`src/rtl/icap_pkg.sv`:
```
package icap_pkg;

    typedef enum logic [1:0] {
        MODE_DIRECT = 2'd0,
        MODE_QUEUE  = 2'd1,
        MODE_LATCH  = 2'd2
    } icap_mode_e;

    typedef struct packed {
        logic load_cap;
        logic move_hold;
        logic set_flag;
    } icap_act_t;

    function automatic icap_mode_e decode_mode(input logic buf_en, input logic latch_sel);
        if (!buf_en)
            return MODE_DIRECT;
        else if (latch_sel)
            return MODE_LATCH;
        else
            return MODE_QUEUE;
    endfunction

endpackage

```
`src/rtl/icap_ctrl.sv`:
```
module icap_ctrl
    import icap_pkg::*;
(
    input  logic       buf_en,
    input  logic       latch_sel,
    input  logic       flag_mode,
    input  logic       no_ovw,
    input  logic       edge_vld,
    input  logic       latch_evt,
    input  logic       force_latch_wr,
    input  logic       cap_full,
    input  logic       hold_full,
    output icap_mode_e mode,
    output icap_act_t  act
);
    logic blocked;
    logic accept;
    logic move;

    always_comb begin
        mode    = decode_mode(buf_en, latch_sel);
        blocked = (mode == MODE_QUEUE) && no_ovw && cap_full && hold_full;
        accept  = edge_vld && !blocked;
        case (mode)
            MODE_QUEUE: move = accept && cap_full;
            MODE_LATCH: move = latch_evt || force_latch_wr;
            default:    move = 1'b0;
        endcase
        act.load_cap  = accept;
        act.move_hold = move;
        act.set_flag  = (flag_mode && mode == MODE_QUEUE) ? move : accept;
    end
endmodule

```
`src/rtl/icap_regs.sv`:
```
module icap_regs
    import icap_pkg::*;
#(
    parameter int CNT_W = 16
) (
    input  logic             clk,
    input  logic             rst,
    input  logic [CNT_W-1:0] tmr_cnt,
    input  icap_mode_e       mode,
    input  icap_act_t        act,
    input  logic             no_ovw,
    input  logic             edge_vld,
    input  logic             latch_trig,
    input  logic             cap_rd,
    input  logic             hold_rd,
    output logic [CNT_W-1:0] cap_q,
    output logic [CNT_W-1:0] hold_q,
    output logic             cap_full_q,
    output logic             hold_full_q
);
    always_ff @(posedge clk) begin
        if (rst) begin
            cap_q       <= '0;
            hold_q      <= '0;
            cap_full_q  <= 1'b0;
            hold_full_q <= 1'b0;
        end else begin
            if (act.load_cap) begin
                cap_q      <= tmr_cnt;
                cap_full_q <= 1'b1;
            end else if (cap_rd) begin
                cap_full_q <= 1'b0;
            end
            if (act.move_hold) begin
                hold_q      <= cap_q;
                hold_full_q <= 1'b1;
            end else if (hold_rd) begin
                hold_full_q <= 1'b0;
            end
        end
    end

    p_direct_hold_r2: assert property (@(posedge clk) disable iff (rst)
        (mode == MODE_DIRECT) |=> $stable(hold_q));

    p_queue_shift_r3: assert property (@(posedge clk) disable iff (rst)
        (mode == MODE_QUEUE && edge_vld && cap_full_q && !(no_ovw && hold_full_q))
        |=> (hold_q == $past(cap_q)) && (cap_q == $past(tmr_cnt)));

    p_latch_copy_r6: assert property (@(posedge clk) disable iff (rst)
        (mode == MODE_LATCH && latch_trig) |=> hold_q == $past(cap_q));

    p_noovw_drop_r9: assert property (@(posedge clk) disable iff (rst)
        (mode == MODE_QUEUE && no_ovw && cap_full_q && hold_full_q)
        |=> $stable(cap_q) && $stable(hold_q));

    p_no_latch_outside_r12: assert property (@(posedge clk) disable iff (rst)
        (mode != MODE_LATCH && !(mode == MODE_QUEUE && edge_vld)) |=> $stable(hold_q));
endmodule

```
`src/rtl/icap_flag.sv`:
```
module icap_flag (
    input  logic clk,
    input  logic rst,
    input  logic set_evt,
    input  logic flag_clr,
    output logic flag_q
);
    always_ff @(posedge clk) begin
        if (rst)
            flag_q <= 1'b0;
        else if (set_evt)
            flag_q <= 1'b1;
        else if (flag_clr)
            flag_q <= 1'b0;
    end

    p_set_wins_r11: assert property (@(posedge clk) disable iff (rst)
        set_evt |=> flag_q);

    p_clear_r11: assert property (@(posedge clk) disable iff (rst)
        (flag_clr && !set_evt) |=> !flag_q);

    p_hold_r7: assert property (@(posedge clk) disable iff (rst)
        (!flag_clr && !set_evt) |=> $stable(flag_q));
endmodule

```
`src/rtl/icap_buffered_channel.sv`:
```
module icap_buffered_channel
    import icap_pkg::*;
#(
    parameter int CNT_W = 16
) (
    input  logic             clk,
    input  logic             rst,
    input  logic [CNT_W-1:0] tmr_cnt,
    input  logic             edge_vld,
    input  logic             buf_en,
    input  logic             latch_sel,
    input  logic             flag_mode,
    input  logic             no_ovw,
    input  logic             latch_evt,
    input  logic             force_latch_wr,
    input  logic             cap_rd,
    input  logic             hold_rd,
    input  logic             flag_clr,
    output logic [CNT_W-1:0] cap_val,
    output logic [CNT_W-1:0] hold_val,
    output logic             flag
);
    icap_mode_e mode;
    icap_act_t  act;
    logic       cap_full;
    logic       hold_full;
    logic       latch_trig;

    assign latch_trig = latch_evt || force_latch_wr;

    icap_ctrl u_ctrl (
        .buf_en         (buf_en),
        .latch_sel      (latch_sel),
        .flag_mode      (flag_mode),
        .no_ovw         (no_ovw),
        .edge_vld       (edge_vld),
        .latch_evt      (latch_evt),
        .force_latch_wr (force_latch_wr),
        .cap_full       (cap_full),
        .hold_full      (hold_full),
        .mode           (mode),
        .act            (act)
    );

    icap_regs #(.CNT_W(CNT_W)) u_regs (
        .clk         (clk),
        .rst         (rst),
        .tmr_cnt     (tmr_cnt),
        .mode        (mode),
        .act         (act),
        .no_ovw      (no_ovw),
        .edge_vld    (edge_vld),
        .latch_trig  (latch_trig),
        .cap_rd      (cap_rd),
        .hold_rd     (hold_rd),
        .cap_q       (cap_val),
        .hold_q      (hold_val),
        .cap_full_q  (cap_full),
        .hold_full_q (hold_full)
    );

    icap_flag u_flag (
        .clk      (clk),
        .rst      (rst),
        .set_evt  (act.set_flag),
        .flag_clr (flag_clr),
        .flag_q   (flag)
    );

    p_reset_r1: assert property (@(posedge clk)
        rst |=> (cap_val == '0) && (hold_val == '0) && !flag && !cap_full && !hold_full);

    p_load_full_r10: assert property (@(posedge clk) disable iff (rst)
        (edge_vld && !(mode == MODE_QUEUE && no_ovw && cap_full && hold_full)) |=> cap_full);

    p_queue_flag_r8: assert property (@(posedge clk) disable iff (rst)
        (mode == MODE_QUEUE && flag_mode && edge_vld && !cap_full && !flag && !flag_clr)
        |=> !flag);
endmodule

```
`config.mk`:
```
export PLATFORM = sky130hd
export DESIGN_NAME = icap_buffered_channel
export DESIGN_NICKNAME = d
export VERILOG_FILES = /design/src/rtl/icap_pkg.sv /design/src/rtl/icap_ctrl.sv /design/src/rtl/icap_regs.sv /design/src/rtl/icap_flag.sv /design/src/rtl/icap_buffered_channel.sv
export SDC_FILE = /design/constraint.sdc
export NUM_CORES = 1
export LEC_CHECK = 0
export ABC_AREA = 1
export BUFFER_PORTS_ARGS = -buffer_cell sky130_fd_sc_hd__buf_4
export CELL_PAD_IN_SITES_DETAIL_PLACEMENT = 1
export CELL_PAD_IN_SITES_GLOBAL_PLACEMENT = 2
export CORE_MARGIN = 4
export CORE_UTILIZATION = 26
export CTS_BUF_LIST = sky130_fd_sc_hd__clkbuf_4
export DETAILED_ROUTE_END_ITERATION = 16
export PLACE_DENSITY = 0.91
export SYNTH_ARGS = -nofsm -noshare
export SYNTH_HDL_FRONTEND = slang
export SYNTH_SLANG_ARGS = --single-unit
```
`constraint.sdc`:
```
create_clock -name clk -period 1.35 [get_ports clk]
set_input_delay 0.0675 -clock clk [delete_from_list [all_inputs] [get_ports clk]]
set_output_delay 0.0675 -clock clk [all_outputs]
set_load 0.02 [all_outputs]
```
== After elaboration in Yosys (flattened, before gate mapping) ==
Index checks and enable logic that the tools add are counted.
Storage, ports and cells
  flip-flop bits (word level): 35
  bits of input ports: 28
  output and inout bits: 33
  word-level logic and storage cells: 28
Cells by class
  equal/unequal tests: 2
  muxes and demuxes: 10
  reduce and logical (&&, ||, !) cells: 11
Operators with widths (number)
  1-bit 2-to-1 mux: 7
  1-bit logical AND: 6
  2-bit nonzero test: 3
  2-bit 2-to-1 mux: 2
  2-bit by 1-bit equality test with 1-bit output, second input constant: 1
  2-bit equality test, second input constant: 1
  1-bit case mux with 2 select lines: 1
  1-bit zero test: 1
  1-bit logical OR: 1

== Logic depth before layout (Yosys ltp) ==
Gate-level depths: netlist of run 1.
  depth in word-level cells: 12
  mapped depth: 8
  mapped depth without buffers: 7

== By module ==
Synthesis of run 1 repeated with hierarchy kept, for this count alone.
Unflattened totals
  cell total of the unflattened synthesis: 171
  area, all modules: 1326.3 um2
By module, submodules not included
  icap_regs: instances 1, cells each 146, area each 1173.6 um2, seq. area each 680.7 um2
  icap_ctrl: instances 1, cells each 17, area each 101.3 um2, seq. area each 0.0 um2
  icap_flag: instances 1, cells each 5, area each 40.0 um2, seq. area each 20.0 um2
  icap_buffered_channel: instances 1, cells each 3, area each 11.3 um2, seq. area each 0.0 um2

== Worst setup path before layout of run 1 ==
Ideal clock, no wire load.
  kind: reg-to-reg
  from: reg u_regs.cap_full_q
  to: reg u_regs.cap_q[10]
  setup time: 116 ps
  arrival time: 1036 ps
  required time: 1234 ps
  slack: 198 ps
  cell stages (with the launch flop): 9
  buffers on the path: 1
  period minus slack after synthesis: 1152 ps
  cells stage by stage: dfxtp_1 nand2_1 nor2_1 nand2_1 nand2_4 inv_2 buf_6 nor2_1 nor2_1
Between the ends
  longest elaborated chain between the ends: 4
RTL lines
  from (decl): line icap_regs.sv:18  | output logic cap_full_q,
  from (signal assigned): line icap_regs.sv:25  | cap_full_q <= 1'b0;
  from (signal assigned): line icap_regs.sv:30  | cap_full_q <= 1'b1;
  from (signal assigned): line icap_regs.sv:32  | cap_full_q <= 1'b0;
  1-bit logical AND (2 in series): line icap_ctrl.sv:22  | blocked = (mode == MODE_QUEUE) && no_ovw && cap_full && hold_full;
  1-bit zero test: line icap_ctrl.sv:23  | accept = edge_vld && !blocked;
  1-bit logical AND: line icap_ctrl.sv:23
  to (signal assigned): line icap_regs.sv:29  | cap_q <= tmr_cnt;
  to (decl): line icap_regs.sv:16  | output logic [CNT_W-1:0] cap_q,
No other way between the ends.
A chain may end at the register's enable or synchronous reset.

== Worst setup path after layout of run 1 ==
  from: reg u_regs.hold_full_q
  to: reg u_regs.cap_q[6]
Between the ends
  longest elaborated chain between the ends: 3
RTL lines
  from (decl): line icap_regs.sv:19  | output logic hold_full_q
  from (signal assigned): line icap_regs.sv:26  | hold_full_q <= 1'b0;
  from (signal assigned): line icap_regs.sv:36  | hold_full_q <= 1'b1;
  from (signal assigned): line icap_regs.sv:38  | hold_full_q <= 1'b0;
  1-bit logical AND: line icap_ctrl.sv:22
  1-bit zero test: line icap_ctrl.sv:23
  1-bit logical AND: line icap_ctrl.sv:23
No other way between the ends.

==> results of run 1 <==
[state kept, by name, summed over array words and instances, names as in the netlist]
signal	flops
u_regs.cap_q	16
u_regs.hold_q	16
u_flag.flag_q	1
u_regs.hold_full_q	1
u_regs.cap_full_q	1
[kinds of logic (layout without fill, tap and decap cells)]
kind of cell / count (synthesis) / count (layout)
flip-flops: 35 / 35
AND/OR/NAND/NOR: 111 / 111
AO/OA/AOI/OAI: 20 / 20
buffers and inverters: 19 / 102
[through the flow]
step                      utilization [%]  hold slack, ps  area, um^2  std cells  power [W]
after floorplan                         -             137        1430        185    0.00144
after global placement               37.5             261        1960        312    0.00167
after detailed placement             37.5             251        1960        312    0.00168
after CTS                            42.0            50.6        2200        338    0.00228
after global routing                 42.1            77.8        2200        338    0.00240
final                                42.1            64.7        2200        338    0.00225
[metal layers]
layer / wire length (um) / vias to the layer above
li1: - / 746
met1: 1920 / 667
met2: 2280 / 31
met3: 133 / 5
met4: 69 / 0
met5: 0 / -
[worst register-to-register path, cell delays in order, from the launching register on]
cell and delay [ps]:
dfxtp_1 400, nand2_1 70, nor2_1 90, nand2_1 110
nand2_4 130, inv_2 140, nor2_1 130, nor2_1 50
[area by class of cell]
type                       count  area share [%]
tap                           70            3.98
timing repair buffer          83            30.9
inverter                      11            1.99
sequential                    35            31.9
clock inverter                 3           0.909
multi-input combinational    131            28.7
clock buffer                   5            1.70
[cell usage in the layout, fill, tap and decap left out, drive strengths merged, types with 5 or more instances in the layout]
master	count
clkbuf	5
nand3b	16
nand2	25
o21ai	17
dlygate4sd3	18
inv	11
buf	65
nor2	67
dfxtp	35
[path summary, 6_finish.rpt]
| path | from | to | slack (ps) | depth (start not counted) |
|---|---|---|---|---|
| setup reg to reg | u_regs.hold_full_q$_SDFFE_PP0P_ | u_regs.cap_q[6]$_SDFFE_PP0P_ | 130 | 7 |
| hold / removal | flag_clr | u_flag.flag_q$_SDFFE_PP0P_ | 60 | 6 |
| hold reg to reg | u_regs.cap_q[8]$_SDFFE_PP0P_ | u_regs.hold_q[8]$_SDFFE_PP0P_ | 520 | 2 |
| setup / recovery | u_regs.hold_full_q$_SDFFE_PP0P_ | u_regs.cap_q[6]$_SDFFE_PP0P_ | 130 | 7 |
[what timing repair did]
item / 4_1_cts / 5_1_grt
buffers inserted: 0 / 0
endpoints found under the setup margin: 0 / 9
hold endpoints to repair: 18 / 0
hold buffers: 18 / 0
resized for setup: 0 / 1
[power groups by stage]
stage                     registers [W]  clock network (W)  logic (W)
after global routing            0.00117           0.000640   0.000583
after detailed placement        0.00119                  0   0.000488
after global placement          0.00119                  0   0.000480
after floorplan                 0.00126                  0   0.000180
final                           0.00116           0.000564   0.000525
after CTS                       0.00116           0.000588   0.000531
==> results.json, run 1 <==
{
  "status": "complete, no violations",
  "post_route_drc_violation_count": 0,
  "filler_cell_count": 643,
  "synth_largest_type_area_fraction_pct": 48.9,
  "clock_latency_ps": 340,
  "timing.critical_path.arrival_ps": 1460,
  "route.final.wire_length_mm": 4.40,
  "crit_path_cell_trace": "nand2_1, nor2_1, nand2_1, nand2_4, inv_2, nor2_1, nor2_1",
  "power_frac_comb_pct": 23.3,
  "grt_util_all_layers_pct": 14.2,
  "height_of_the_die_um": 82.3,
  "worst_setup_path_start_kind": "flip-flop",
  "sequentialPowerShare_pct": 51.6,
  "yosys.area.top_type": "dfxtp_1",
  "busiest_grt_layer": "met2",
  "postSynthRegisterBits": 35,
  "yosysSeqAreaShare_pct": 48.9,
  "muxShareOfSynthArea_pct": 0,
  "grt_pass1_wl_mm": 7.29,
  "finalSetupViolCount": 0,
  "synthTopCellsByArea": "dfxtp_1 (49%), nor2_1 (17%), nand3b_1 (8.4%)",
  "p_per_area_mw_per_mm2": 1020,
  "max-vdd-ir-drop_uv": 468,
  "highest_attainable_clock_frequency_mhz": 817,
  "total_leakage_power_nw": 1.09,
  "holdCritPathClass": "input port to flip-flop",
  "totalNegativeSetupSlack_ps": 0,
  "tritoncts": "built",
  "p_clk_share_pct": 25.1,
  "sw_frac_of_total_pct": 30.7,
  "root_buffer": "clkbuf_4",
  "fin_skew_ps": 7.61,
  "ys_warnings": 0,
  "detail_route.first_pass.iterations": 4,
  "fp.dieArea_mm2": 0.00677,
  "diodes": 0,
  "cts_htree_levels": 2,
  "drive_above_1_share_pct": 30.6,
  "antenna_violations_before_repair": 0,
  "dp_slack_ps": 82.6,
  "dominant_combinational_cell_family_by_area_after_synthesis": "simple AND/OR/NAND/NOR gates",
  "worst_setup_hold_path_clk_slew_ps": 110,
  "global_route.usage.met1_pct": 17.4,
  "final.period_utilization_pct": 90.7,
  "worstMarginPinSlew_ps": 278,
  "cts_sinks": 35,
  "synth_top_flop_cell": "dfxtp_1",
  "maximum_number_of_pins_on_one_net_before_global_route_repair": 31,
  "antenna_violating_nets_post_route": 0,
  "yosysUniqueCellTypes": 18,
  "dieWidth_um": 82.3,
  "syn_area_per_cell_um2": 7.75,
  "net_count_of_the_mapped_netlist": 213,
  "cp.required_ps": 1580,
  "std_cell_rows": 26,
  "synth.cells.most_frequent": "nor2_1 (66), dfxtp_1 (35), nand2_1 (23)",
  "post-dp-hpwl_mm": 3.25,
  "fin_ws_ps": 126,
  "synth-simple-area-share_pct": 36.6,
  "i_o_pin_cnt": 61,
  "synth-edff-count": 0,
  "grt.overflow.total": 0,
  "slew_headroom_pct": 81.5,
  "critPathMostFrequentCell": "nor2_1",
  "worstPathMaxFanout": 16,
  "netSwitchingPower_w": 0.000690,
  "worst_path_dominant_cell_family": "simple AND/OR/NAND/NOR gates",
  "cts_inserted_buffers": 5,
  "initial_cell_density_of_the_core_pct": 27.4,
  "post_synth_design_cell_area_mm2": 0.00143,
  "internal_power_w": 0.00156,
  "report.final.hold_viol_count": 0,
  "post_drt_via_cell_ratio": 4.29,
  "coreArea_mm2": 0.00524,
  "multi_input_area_um2": 632,
  "post_synth_xor_area_fraction_pct": 0,
  "element_type_at_the_critical_path_end": "flip-flop",
  "unrepaired_setup_endpoints_after_global_routing": "false",
  "via_count": 1449,
  "cap_violations": 0,
  "drtIter0Drc": 75,
  "vias_in_the_first_global_route": 1508,
  "clock_tree.buffer_depth": 2,
  "post_synth_inst_count": 185,
  "wire_per_inst_um": 13.0,
  "io_buffers": 60,
  "grt.met2_usage_pct": 24.4,
  "gpl.final_weighted_congestion": 0.789,
  "postSynth.asyncResetShare_pct": 0,
  "synth_fa_ha_area_share_pct": 0,
  "pins_over_slew_limit": 0,
  "synth_compound_area_share_pct": 7.50,
  "seqCellArea_um2": 702,
  "crit_slowest_cell": "dfxtp_1",
  "final_period_minus_worst_setup_slack_ps": 1220,
  "design.final.nets": 295,
  "synth_most_common_cell": "nor2_1",
  "areaGrowthSynthToFinish_pct": 53.7,
  "slowest_delay_ps": 400,
  "path_buf_inv": 1,
  "setup.worst_path.class": "flip-flop to flip-flop",
  "groute.layer.met3.usage_pct": 2.39
}
(Power assumes the default switching activity.)
==> run 2, diff against run 1 <==
==> constraint.sdc (replaced) <==
create_clock -name clk -period 1.2 [get_ports clk]
set_input_delay 0.06 -clock clk [delete_from_list [all_inputs] [get_ports clk]]
set_output_delay 0.06 -clock clk [all_outputs]
set_load 0.02 [all_outputs]
==> results.json, run 2 (same netlist as run 1, synthesis figures left out) <==
{
  "antenna_violating_nets_post_route": 0,
  "cts_htree_levels": 2,
  "grt_pass1_wl_mm": 7.46,
  "cts_sinks": 35,
  "initial_cell_density_of_the_core_pct": 27.4,
  "final.period_utilization_pct": 90.0,
  "total_power_w": 0.00277,
  "antenna_violations_before_repair": 0,
  "cts_inserted_buffers": 5,
  "detail_route.first_pass.iterations": 4,
  "multi_input_area_um2": 639,
  "areaGrowthSynthToFinish_pct": 58.0,
  "gpl.final_weighted_congestion": 0.812,
  "post-dp-hpwl_mm": 3.13,
  "worst_setup_path_start_kind": "flip-flop",
  "vias_in_the_first_global_route": 1565,
  "highest_attainable_clock_frequency_mhz": 926,
  "route.final.wire_length_mm": 4.56,
  "final_period_minus_worst_setup_slack_ps": 1080,
  "grt.overflow.total": 0,
  "std_cell_rows": 26,
  "coreArea_mm2": 0.00524,
  "setup.worst_path.class": "flip-flop to flip-flop",
  "fp.dieArea_mm2": 0.00677,
  "unrepaired_setup_endpoints_after_global_routing": "true",
  "reg2reg_setup_slack_ps": 120,
  "i_o_pin_cnt": 61,
  "tritoncts": "built",
  "clock_latency_ps": 340,
  "holdCritPathClass": "input port to flip-flop",
  "cp.required_ps": 1450,
  "placed_area_mm2": 0.00199,
  "timing.critical_path.arrival_ps": 1330,
  "wire_per_inst_um": 13.5,
  "worst_setup_hold_path_clk_slew_ps": 110,
  "drive_above_1_share_pct": 32.1,
  "fin_skew_ps": 2.54,
  "root_buffer": "clkbuf_4",
  "io_buffers": 60,
  "fin_worst_hold_slack_ps": 40.9,
  "height_of_the_die_um": 82.3,
  "cap_violations": 0,
  "design.final.nets": 295,
  "report.final.hold_viol_count": 0,
  "seqCellArea_um2": 706,
  "dieWidth_um": 82.3,
  "total_leakage_power_nw": 1.13,
  "status": "complete, no violations",
  "p_per_area_mw_per_mm2": 1220,
  "filler_cell_count": 643,
  "totalNegativeSetupSlack_ps": 0,
  "finalSetupViolCount": 0,
  "layout.cell_area.non_filler_mm2": 0.00227,
  "post_drt_via_cell_ratio": 4.32,
  "maximum_number_of_pins_on_one_net_before_global_route_repair": 25,
  "grt_util_all_layers_pct": 14.7,
  "worstMarginPinSlew_ps": 211,
  "max-vdd-ir-drop_uv": 743,
  "diodes": 0,
  "largestRegisters": "u_regs.cap_q (16), u_regs.hold_q (16)",
  "slew_headroom_pct": 85.9,
  "cts_setup_buffers": 0,
  "clock_tree.buffer_depth": 2,
  "most_common_cell_after_layout_fill_and_taps_aside": "nor2_1",
  "via_count": 1459,
  "worstPathMaxFanout": 17,
  "layout.cells.most_common_list": "nor2_1 (64), buf_4 (62), dfxtp_1 (33)",
  "drtIter0Drc": 52,
  "post_route_drc_violation_count": 0,
  "post-route-util_pct": 43.3,
  "element_type_at_the_critical_path_end": "flip-flop",
  "pins_over_slew_limit": 0
}
run 2: repair_timing:
| item | in CTS | in global routing |
|---|---|---|
| hold buffers | 18 | 0 |
| setup endpoints to repair | 5 | 16 |
| resized for setup | 1 | 11 |
| hold endpoints to repair | 18 | 0 |
run 2: final timing paths:
check,endpoint,depth (start not counted),start
max reg2reg,u_regs.cap_q[11]$_SDFFE_PP0P_,7,u_regs.cap_full_q$_SDFFE_PP0P_
min,u_regs.hold_full_q$_SDFFE_PP0P_,4,hold_rd
max,u_regs.cap_q[11]$_SDFFE_PP0P_,7,u_regs.cap_full_q$_SDFFE_PP0P_
min reg2reg,u_regs.cap_q[4]$_SDFFE_PP0P_,2,u_regs.cap_q[4]$_SDFFE_PP0P_
run 2: worst max-delay path, cell delays in order (launching register included):
cell and delay (ps):
dfxtp_4 380, nand2_1 70, nor2_2 40, nand2_2 80
nand2_4 70, buf_12 150, o21ai_0 150, nor2_1 50
run 2: final cells by class:
class                      instances  area share (%)
sequential                        35            31.1
timing repair buffer              83            31.1
inverter                          11            2.04
tap                               70            3.87
multi-input combinational        131            28.2
clock buffer                       5            1.66
clock inverter                     3            1.93
run 2: per-stage QoR:
step                      setup slack [ps]  cells
final                                  120    338
after global placement                52.6    312
after CTS                             36.2    338
after global routing                 -11.3    338
after floorplan                       48.0    185
after detailed placement             -12.6    312
run 2: routing by layer:
layer / vias up / GRT usage [%] / wire, um
li1: 749 / - / -
met1: 668 / 16.0 / 1870
met2: 31 / 26.8 / 2400
met3: 11 / 2.93 / 153
met4: 0 / 7.31 / 134
met5: - / 0 / 0
run 2: report_power, final:
part | internal [W] | leakage [nW] | switching, W | total [W]
Clock | 0.000438 | 0.0452 | 0.000424 | 0.000862
Combinational | 0.000295 | 0.790 | 0.000306 | 0.000601
Sequential | 0.00125 | 0.291 | 0.0000614 | 0.00131
Total | 0.00198 | 1.13 | 0.000791 | 0.00277
